==> src/rtl/sdinit_pkg.sv <==
package sdinit_pkg;

    typedef enum logic [3:0] {
        S_RST, S_PALL, S_TRP, S_IREF, S_ITRC,
        S_LMR, S_TMRD, S_IDLE, S_REF, S_RTRC
    } seq_state_e;

    // {cs_n, ras_n, cas_n, we_n}
    typedef enum logic [3:0] {
        CMD_LMR = 4'b0000,
        CMD_REF = 4'b0001,
        CMD_PRE = 4'b0010,
        CMD_NOP = 4'b0111
    } sd_cmd_e;

    localparam int MODE_W = 10;
    localparam int ALLBANK_BIT = 10;

    function automatic int ceil_div(input int num, input int den);
        return (num + den - 1) / den;
    endfunction

    function automatic int imax(input int a, input int b);
        return (a > b) ? a : b;
    endfunction

endpackage

==> src/rtl/sdinit_gap_timer.sv <==
module sdinit_gap_timer #(
    parameter int W = 4
) (
    input  logic         clk,
    input  logic         rst_n,
    input  logic         load,
    input  logic [W-1:0] load_val,
    output logic         expired
);
    logic [W-1:0] cnt;

    always_ff @(posedge clk) begin
        if (!rst_n) begin
            cnt <= '0;
        end else if (load) begin
            cnt <= load_val;
        end else if (cnt != '0) begin
            cnt <= cnt - 1'b1;
        end
    end

    assign expired = (cnt == '0);
endmodule

==> src/rtl/sdinit_ref_timer.sv <==
module sdinit_ref_timer #(
    parameter int REF_CYC = 1562
) (
    input  logic clk,
    input  logic rst_n,
    input  logic ref_issue,
    output logic ref_pend
);
    localparam int W = $clog2(REF_CYC) + 1;

    logic [W-1:0] tmr;
    logic         armed;

    // Pending becomes visible REF_CYC-1 cycles after a refresh, so the FSM
    // can launch the next one exactly REF_CYC cycles after the last.
    always_ff @(posedge clk) begin
        if (!rst_n) begin
            tmr      <= '0;
            armed    <= 1'b0;
            ref_pend <= 1'b0;
        end else if (ref_issue) begin
            tmr      <= W'(REF_CYC - 1);
            armed    <= 1'b1;
            ref_pend <= 1'b0;
        end else if (armed) begin
            if (tmr != '0) begin
                tmr <= tmr - 1'b1;
            end
            if (tmr == W'(2)) begin
                ref_pend <= 1'b1;
            end
        end
    end
endmodule

==> src/rtl/sdinit_mode_word.sv <==
module sdinit_mode_word
    import sdinit_pkg::*;
(
    input  logic [2:0]        burst_len,
    input  logic              burst_type,
    input  logic [2:0]        cas_lat,
    input  logic [1:0]        op_mode,
    input  logic              wr_single,
    output logic [MODE_W-1:0] word
);
    always_comb begin
        word      = '0;
        word[2:0] = burst_len;
        word[3]   = burst_type;
        word[6:4] = cas_lat;
        word[8:7] = op_mode;
        word[9]   = wr_single;
    end
endmodule

==> src/rtl/sdram_init_seq.sv <==
module sdram_init_seq
    import sdinit_pkg::*;
#(
    parameter int CLK_MHZ   = 100,
    parameter int TRP_NS    = 15,
    parameter int TRAS_NS   = 37,
    parameter int TRC_NS    = 60,
    parameter int TMRD_CYC  = 2,
    parameter int REF_NS    = 15625,
    parameter int INIT_REFS = 8,
    parameter int ADDR_W    = 12,
    parameter int BA_W      = 2
) (
    input  logic              clk,
    input  logic              rst_n,
    input  logic [2:0]        cfg_burst_len,
    input  logic              cfg_burst_type,
    input  logic [2:0]        cfg_cas_lat,
    input  logic [1:0]        cfg_op_mode,
    input  logic              cfg_wr_single,
    output logic              sd_cs_n,
    output logic              sd_ras_n,
    output logic              sd_cas_n,
    output logic              sd_we_n,
    output logic [BA_W-1:0]   sd_ba,
    output logic [ADDR_W-1:0] sd_addr,
    output logic              init_done
);
    localparam int TRP_RAW  = ceil_div(TRP_NS * CLK_MHZ, 1000);
    localparam int TRP_CYC  = imax(2, TRP_RAW);
    localparam int TRAS_CYC = ceil_div(TRAS_NS * CLK_MHZ, 1000);
    localparam int TRC_CYC  = imax(2, imax(ceil_div(TRC_NS * CLK_MHZ, 1000), TRAS_CYC + TRP_CYC));
    localparam int TMRD_EFF = imax(2, TMRD_CYC);
    localparam int REF_CYC  = imax((REF_NS * CLK_MHZ) / 1000, TRC_CYC + 2);
    localparam int GAP_MAX  = imax(TRP_CYC, imax(TRC_CYC, TMRD_EFF));
    localparam int GW       = $clog2(GAP_MAX) + 1;
    localparam int IW       = $clog2(INIT_REFS + 1);

    seq_state_e        state, nxt;
    sd_cmd_e           cmd;
    logic              gap_load;
    logic [GW-1:0]     gap_val;
    logic              gap_expired;
    logic              ref_issue;
    logic              ref_pend;
    logic [IW-1:0]     iref_cnt;
    logic [MODE_W-1:0] mode_word;

    sdinit_mode_word u_mode (
        .burst_len  (cfg_burst_len),
        .burst_type (cfg_burst_type),
        .cas_lat    (cfg_cas_lat),
        .op_mode    (cfg_op_mode),
        .wr_single  (cfg_wr_single),
        .word       (mode_word)
    );

    sdinit_gap_timer #(.W(GW)) u_gap (
        .clk      (clk),
        .rst_n    (rst_n),
        .load     (gap_load),
        .load_val (gap_val),
        .expired  (gap_expired)
    );

    sdinit_ref_timer #(.REF_CYC(REF_CYC)) u_ref (
        .clk       (clk),
        .rst_n     (rst_n),
        .ref_issue (ref_issue),
        .ref_pend  (ref_pend)
    );

    // State register
    always_ff @(posedge clk) begin
        if (!rst_n) begin
            state <= S_RST;
        end else begin
            state <= nxt;
        end
    end

    // Initial refresh counter
    always_ff @(posedge clk) begin
        if (!rst_n) begin
            iref_cnt <= '0;
        end else if (state == S_IREF) begin
            iref_cnt <= iref_cnt + 1'b1;
        end
    end

    // Next-state logic
    always_comb begin
        nxt = state;
        unique case (state)
            S_RST:  nxt = S_PALL;
            S_PALL: nxt = S_TRP;
            S_TRP:  if (gap_expired) nxt = S_IREF;
            S_IREF: nxt = S_ITRC;
            S_ITRC: begin
                if (gap_expired) begin
                    nxt = (iref_cnt == IW'(INIT_REFS)) ? S_LMR : S_IREF;
                end
            end
            S_LMR:  nxt = S_TMRD;
            S_TMRD: if (gap_expired) nxt = S_IDLE;
            S_IDLE: if (ref_pend) nxt = S_REF;
            S_REF:  nxt = S_RTRC;
            S_RTRC: if (gap_expired) nxt = S_IDLE;
            default: nxt = S_RST;
        endcase
    end

    // Output logic
    always_comb begin
        cmd       = CMD_NOP;
        sd_addr   = '0;
        gap_load  = 1'b0;
        gap_val   = '0;
        ref_issue = 1'b0;
        init_done = 1'b0;
        unique case (state)
            S_PALL: begin
                cmd                  = CMD_PRE;
                sd_addr[ALLBANK_BIT] = 1'b1;
                gap_load             = 1'b1;
                gap_val              = GW'(TRP_CYC - 2);
            end
            S_IREF: begin
                cmd       = CMD_REF;
                gap_load  = 1'b1;
                gap_val   = GW'(TRC_CYC - 2);
                ref_issue = 1'b1;
            end
            S_LMR: begin
                cmd      = CMD_LMR;
                sd_addr  = {{(ADDR_W - MODE_W){1'b0}}, mode_word};
                gap_load = 1'b1;
                gap_val  = GW'(TMRD_EFF - 2);
            end
            S_IDLE: init_done = 1'b1;
            S_REF: begin
                cmd       = CMD_REF;
                gap_load  = 1'b1;
                gap_val   = GW'(TRC_CYC - 2);
                ref_issue = 1'b1;
                init_done = 1'b1;
            end
            S_RTRC: init_done = 1'b1;
            default: ;
        endcase
    end

    assign {sd_cs_n, sd_ras_n, sd_cas_n, sd_we_n} = cmd;
    assign sd_ba = '0;
endmodule

==> config.mk <==
export PLATFORM = sky130hd
export DESIGN_NAME = sdram_init_seq
export DESIGN_NICKNAME = d
export VERILOG_FILES = /design/src/rtl/sdinit_pkg.sv /design/src/rtl/sdinit_gap_timer.sv /design/src/rtl/sdinit_ref_timer.sv /design/src/rtl/sdinit_mode_word.sv /design/src/rtl/sdram_init_seq.sv
export SDC_FILE = /design/constraint.sdc
export NUM_CORES = 1
export LEC_CHECK = 0
export BUFFER_PORTS_ARGS = -buffer_cell sky130_fd_sc_hd__buf_4
export CORE_UTILIZATION = 44
export DETAILED_ROUTE_END_ITERATION = 6
export PLACE_DENSITY = 0.72
export SKIP_LAST_GASP = 1
export SYNTH_ARGS = -nofsm -noshare
export SYNTH_HDL_FRONTEND = slang
export SYNTH_HIERARCHICAL = 1
export SYNTH_SLANG_ARGS = --single-unit
==> constraint.sdc <==
create_clock -name clk -period 4.7 [get_ports clk]
set_clock_uncertainty 0.1 [all_clocks]
set_input_delay 0.94 -clock clk [delete_from_list [all_inputs] [get_ports clk]]
set_output_delay 0.94 -clock clk [all_outputs]
set_load 0.1 [all_outputs]
---- Yosys cells after proc, flatten, opt, wreduce, memory -nomap -nowiden ----
Cells that the tools add are included.
cells by class
  equal/unequal tests ..................... 15
  bitwise operators ....................... 1
  div/mod/pow operators ................... 0
  add/sub/neg operators ................... 3
  reduce and logical (&&, ||, !) cells .... 16
  order comparisons ....................... 0
  $mul .................................... 0
  shift-type cells ........................ 0
  multiplexer cells ....................... 18
operator list
  kind                                                   count
  case mux 4 bit (9 select lines)                        1
  2-to-1 mux 11 bit                                      3
  2-to-1 mux 4 bit                                       6
  equality test 4 x 3 -> 1 bit (second input constant)   4
  equality test 12 x 2 -> 1 bit (second input constant)  1
  equality test 4 bit (second input constant)            3
  nonzero test 12 bit                                    1
  subtractor 12 x 1 -> 12 bit (second input constant)    1
  2-to-1 mux 10 bit                                      1
  case mux 3 bit (3 select lines)                        1
  equality test 4 x 2 -> 1 bit (second input constant)   2
  zero test 4 bit                                        2
  2-to-1 mux 3 bit                                       2
  AND reduction 2 bit                                    3
  nonzero test 2 bit                                     3
  OR reduction 2 bit                                     3
  adder 4 x 1 -> 4 bit (second input constant)           1
  equality test 4 x 1 -> 1 bit (second input constant)   1
  2-to-1 mux 1 bit                                       4
  != test 2 x 1 -> 1 bit (second input constant)         2
  != test 2 bit (second input constant)                  2
  AND reduction 4 bit                                    1
  nonzero test 4 bit                                     1
  OR reduction 4 bit                                     1
  other kinds (3)                                        3
storage, ports and cells
  input port bits ......................... 12
  RAM bits ................................ 0
  latch bits .............................. 0
  memories ................................ 0
  flip-flop bits (word level) ............. 26
  ROM bits ................................ 0
  output and inout bits ................... 19

---- Longest topological paths before layout ----
  depth in word-level cells ............... 5
  mapped depth ............................ 10

---- Modules after synthesis ----
Netlist, hierarchy kept.
by module, submodules not included
  module            cells an instance  sequential area each (um2)  instances  area each (um2)
  sdinit_ref_timer  84                 280.3                       1          768.2
  sdram_init_seq    93                 160.2                       1          699.4
  sdinit_gap_timer  23                 80.1                        1          230.2
  sdinit_mode_word  10                 0.0                         1          75.1

---- Worst setup path before layout ----
Ideal clock, no wire load.
  path kind ............................... register to output
  start point ............................. register state[3]
  end point ............................... output port init_done
  data required time ...................... 3660 ps
  arrival ................................. 2776 ps
  path slack .............................. 884 ps
  cell stages (with the launch flop) ...... 5
  cell sequence ........................... dfxtp_1 > buf_6 > buf_2 > nand2_1 > o21ai_0
between the ends
  cells in the longest elaborated chain, start to end .. 3
RTL lines
  what                                                                        RTL line               source
  start: declaration                                                          sdram_init_seq.sv:39   seq_state_e state, nxt;
  start signal: assignment                                                    sdram_init_seq.sv:78   state <= nxt;
  equality test 4 bit / equality test 4 x 3 -> 1 bit (equally long branches)  sdram_init_seq.sv:121  unique case (state)
  OR reduction 3 bit (no line) *                                              -
  2-to-1 mux 1 bit *                                                          sdram_init_seq.sv:121
  end: declaration                                                            sdram_init_seq.sv:27   output logic init_done
Every way passes the cells marked *; elsewhere a longest branch is shown, timed or not.

---- Final worst setup path ----
  start point ............................. register state[0]
  end point ............................... output port sd_cas_n
between the ends
  cells in the longest elaborated chain, start to end .. 3
RTL lines
  what                                                                        RTL line               source
  equality test 4 x 2 -> 1 bit / equality test 4 bit (equally long branches)  sdram_init_seq.sv:121
  OR reduction 2 bit (no line)                                                -
  case mux 3 bit (3 select lines) *                                           sdram_init_seq.sv:121
  end: declaration                                                            sdram_init_seq.sv:23   output logic sd_cas_n,
Marked as above.

==> results.cfg <==
[global_routing]
grt_max_degree = 21
first_global_vias = 1287
grt_antenna_before_repair = 0
grt_overflow_total = 0
grt_pass1_wl_mm = 5.616
grt_usage_pct = 16.75

[critical_path]
cp-start-kind = flop
arrival_ns = 1.91
startpoint = state[0]$_SDFFE_PN0P_
path_max_fanout = 17
critPathRequiredTime_ns = 3.66
r2r-start = u_ref/tmr[0]$_SDFFE_PN0P_
path_class = flop to output pin
end_kind = output pin

[placement]
io_buffers = 26
placed_area_um2 = 1886
gp_congestion = 0.8127
hpwl_mm = 2.384
dp_slack_ns = 2.058

[timing]
fin_ws_ns = 1.754
relSlewSlack_pct = 26.56
hold_violations = 0
finalSetupTns_ns = 0
finalSetupViolCount = 0
slew_violations = 0
period_minus_slack_ns = 2.946
max_freq_ghz = 0.3394
worstMarginPinSlew_ns = 1.097
rsz0062_at_grt = no
fin_crit_sh_pct = 62.68

[yosys]
syn_inst = 210
synth_async_sr_flop_share_pct = 0
synth_edf_count = 0
syn_area_um2 = 1773
synth_warnings = 6
synth-seq-area-share_pct = 29.36
synth_seq_cells = 26
syn_avg_cell_area_um2 = 8.443
synth_top_flop_cell = dfxtp_1
yosysUniqueCellTypes = 59

[clock_network]
cts_hold_buf = 0
clkSlewWorstSetupHoldPaths_ns = 0.08
insertion_delay_ns = 0.26
cts_root_buf = clkbuf_8
cts_max_level = 1
cts_tree = done
postCtsResizedCells = 0
cts_inserted_buffers = 3
cts_sinks = 26
postCtsSetupBuffers = 0
clockBufferDepth = 2

[floorplanning]
die_w_um = 65.48
start_util_pct = 47.01
die_h_um = 65.48
num_rows = 22
core_area_um2 = 3771
io-pin-count = 31
fp.dieArea_um2 = 4287

[detailed_routing]
remaining_drc_errors = 0
route.vias.total = 1460
ant_nets = 0
drtIter0Drc = 52
wl_per_cell_um = 12.05
drt-total-wl_mm = 3.242
first_pass_iters = 4
via_per_inst = 5.428

[power_and_ir_drop]
power_density_nw_per_um2 = 698.4
peakVddDrop_mv = 0.2267
total_power_mw = 1.346
leakagePower_nw = 0.7932

[finish]
area_growth_pct = 8.680
nNetsFinal = 241
final_core_utilization_pct = 51.09
finalInstanceArea_um2 = 1927
drive_gt1_share_pct = 21.27
n_antenna_cell = 0

[job]
maxCapViolCount = 0

[worst_hold_path]
hold_path.startpoint = u_ref/tmr[11]$_SDFFE_PP0P_
hp-class = flop to flop

[status]
outcome = finished, final reports clean
[sequential cells by signal, indices dropped and copies added, names as in the netlist]
register        flops
u_ref/tmr          12
u_ref/ref_pend      1
u_ref/armed         1
state               4
u_gap/cnt           4
iref_cnt            4
[routing by layer]
metal | wire [um] | vias to the layer above | global-route usage (%)
li1 | - | 749 | -
met4 | 20 | 0 | 5.707
met2 | 1513 | 42 | 28.87
met5 | 0 | - | 0
met1 | 1507 | 667 | 20.38
met3 | 200 | 2 | 3.646
[worst max-delay path, cell delays in order (launching register included)]
cell	delay, ns
dfxtp_1	0.62
and2_4	0.25
mux2i_4	0.06
nor2_2	0.37
nor2_1	0.09
buf_4	0.25
[kinds of logic (layout without fill, tap and decap cells)]
| logic type | count (synthesis) | in the layout | synth area share [%] |
|---|---|---|---|
| flip-flops | 26 | 26 | 29.36 |
| AND/OR/NAND/NOR | 87 | 87 | 30.21 |
| AO/OA/AOI/OAI | 45 | 45 | 18.14 |
| XOR/XNOR | 8 | 8 | 3.952 |
| buffers and inverters | 34 | 39 | 11.43 |
| other | 1 | 7 | 0.2115 |
| adder cells (fa/ha/maj) | 6 | 6 | 4.234 |
| multiplexers | 3 | 3 | 2.470 |
[stage by stage]
stage	instances	hold slack, ns
CTS	269	0.4616
detailed placement	266	0.4429
floorplan	216	0.3872
finish	269	0.4660
global route	269	0.4849
global placement	266	0.4280
[report_power, final]
group | switching (mW) | internal (mW)
clock | 0.0653 | 0.0574
combinational | 0.539 | 0.293
sequential | 0.107 | 0.284
[cells in the final DEF, fill, tap and decap left out, drive strengths merged, types with 4 or more instances in the layout]
| cell | instances |
|---|---|
| nor4 | 4 |
| dfxtp | 26 |
| a21oi | 9 |
| nand3 | 8 |
| ha | 6 |
| xnor2 | 6 |
| conb | 7 |
| o21ai | 8 |
| buf | 26 |
| nor3 | 4 |
| and2 | 14 |
| nand2 | 13 |
| a31o | 4 |
| nor2 | 17 |
| nand2b | 4 |
| o21a | 5 |
| inv | 10 |
[synthesized netlist by cell type, drive strengths merged (3+ instances only)]
master / n / area share, %
nor2: 17 / 3.7
o21a: 5 / 2.1
nand3b: 3 / 1.3
xnor2: 6 / 3.0
a31o: 4 / 2.0
nor4b: 3 / 1.5
dfxtp: 26 / 29
nand2b: 4 / 1.4
buf: 22 / 8.9
o21ai: 8 / 2.5
and3: 3 / 1.1
nand3: 8 / 3.0
and2: 14 / 5.1
nor3: 4 / 1.7
a31oi: 3 / 1.1
ha: 6 / 4.2
a21oi: 9 / 2.5
nor4: 4 / 2.3
inv: 10 / 2.1
nand2: 13 / 2.8
nor2b: 3 / 1.1
[final cells by class]
type,count,area [um2]
fill,364,1844
multi-input combinational,156,1072
sequential,26,520.5
timing repair buffer,26,195.2
tap,48,60.06
clock buffer,3,41.29
inverter,10,37.54
[path summary, 6_finish.rpt]
path              depth (start not counted)  slack, ns                          to
setup / recovery                          5       1.75                    sd_cas_n
hold / removal                            1       0.47  u_ref/tmr[11]$_SDFFE_PP0P_
setup reg to reg                          6       2.25   u_ref/tmr[8]$_SDFFE_PP0P_
hold reg to reg                           1       0.47  u_ref/tmr[11]$_SDFFE_PP0P_
Power figures use the tool's default switching activity.
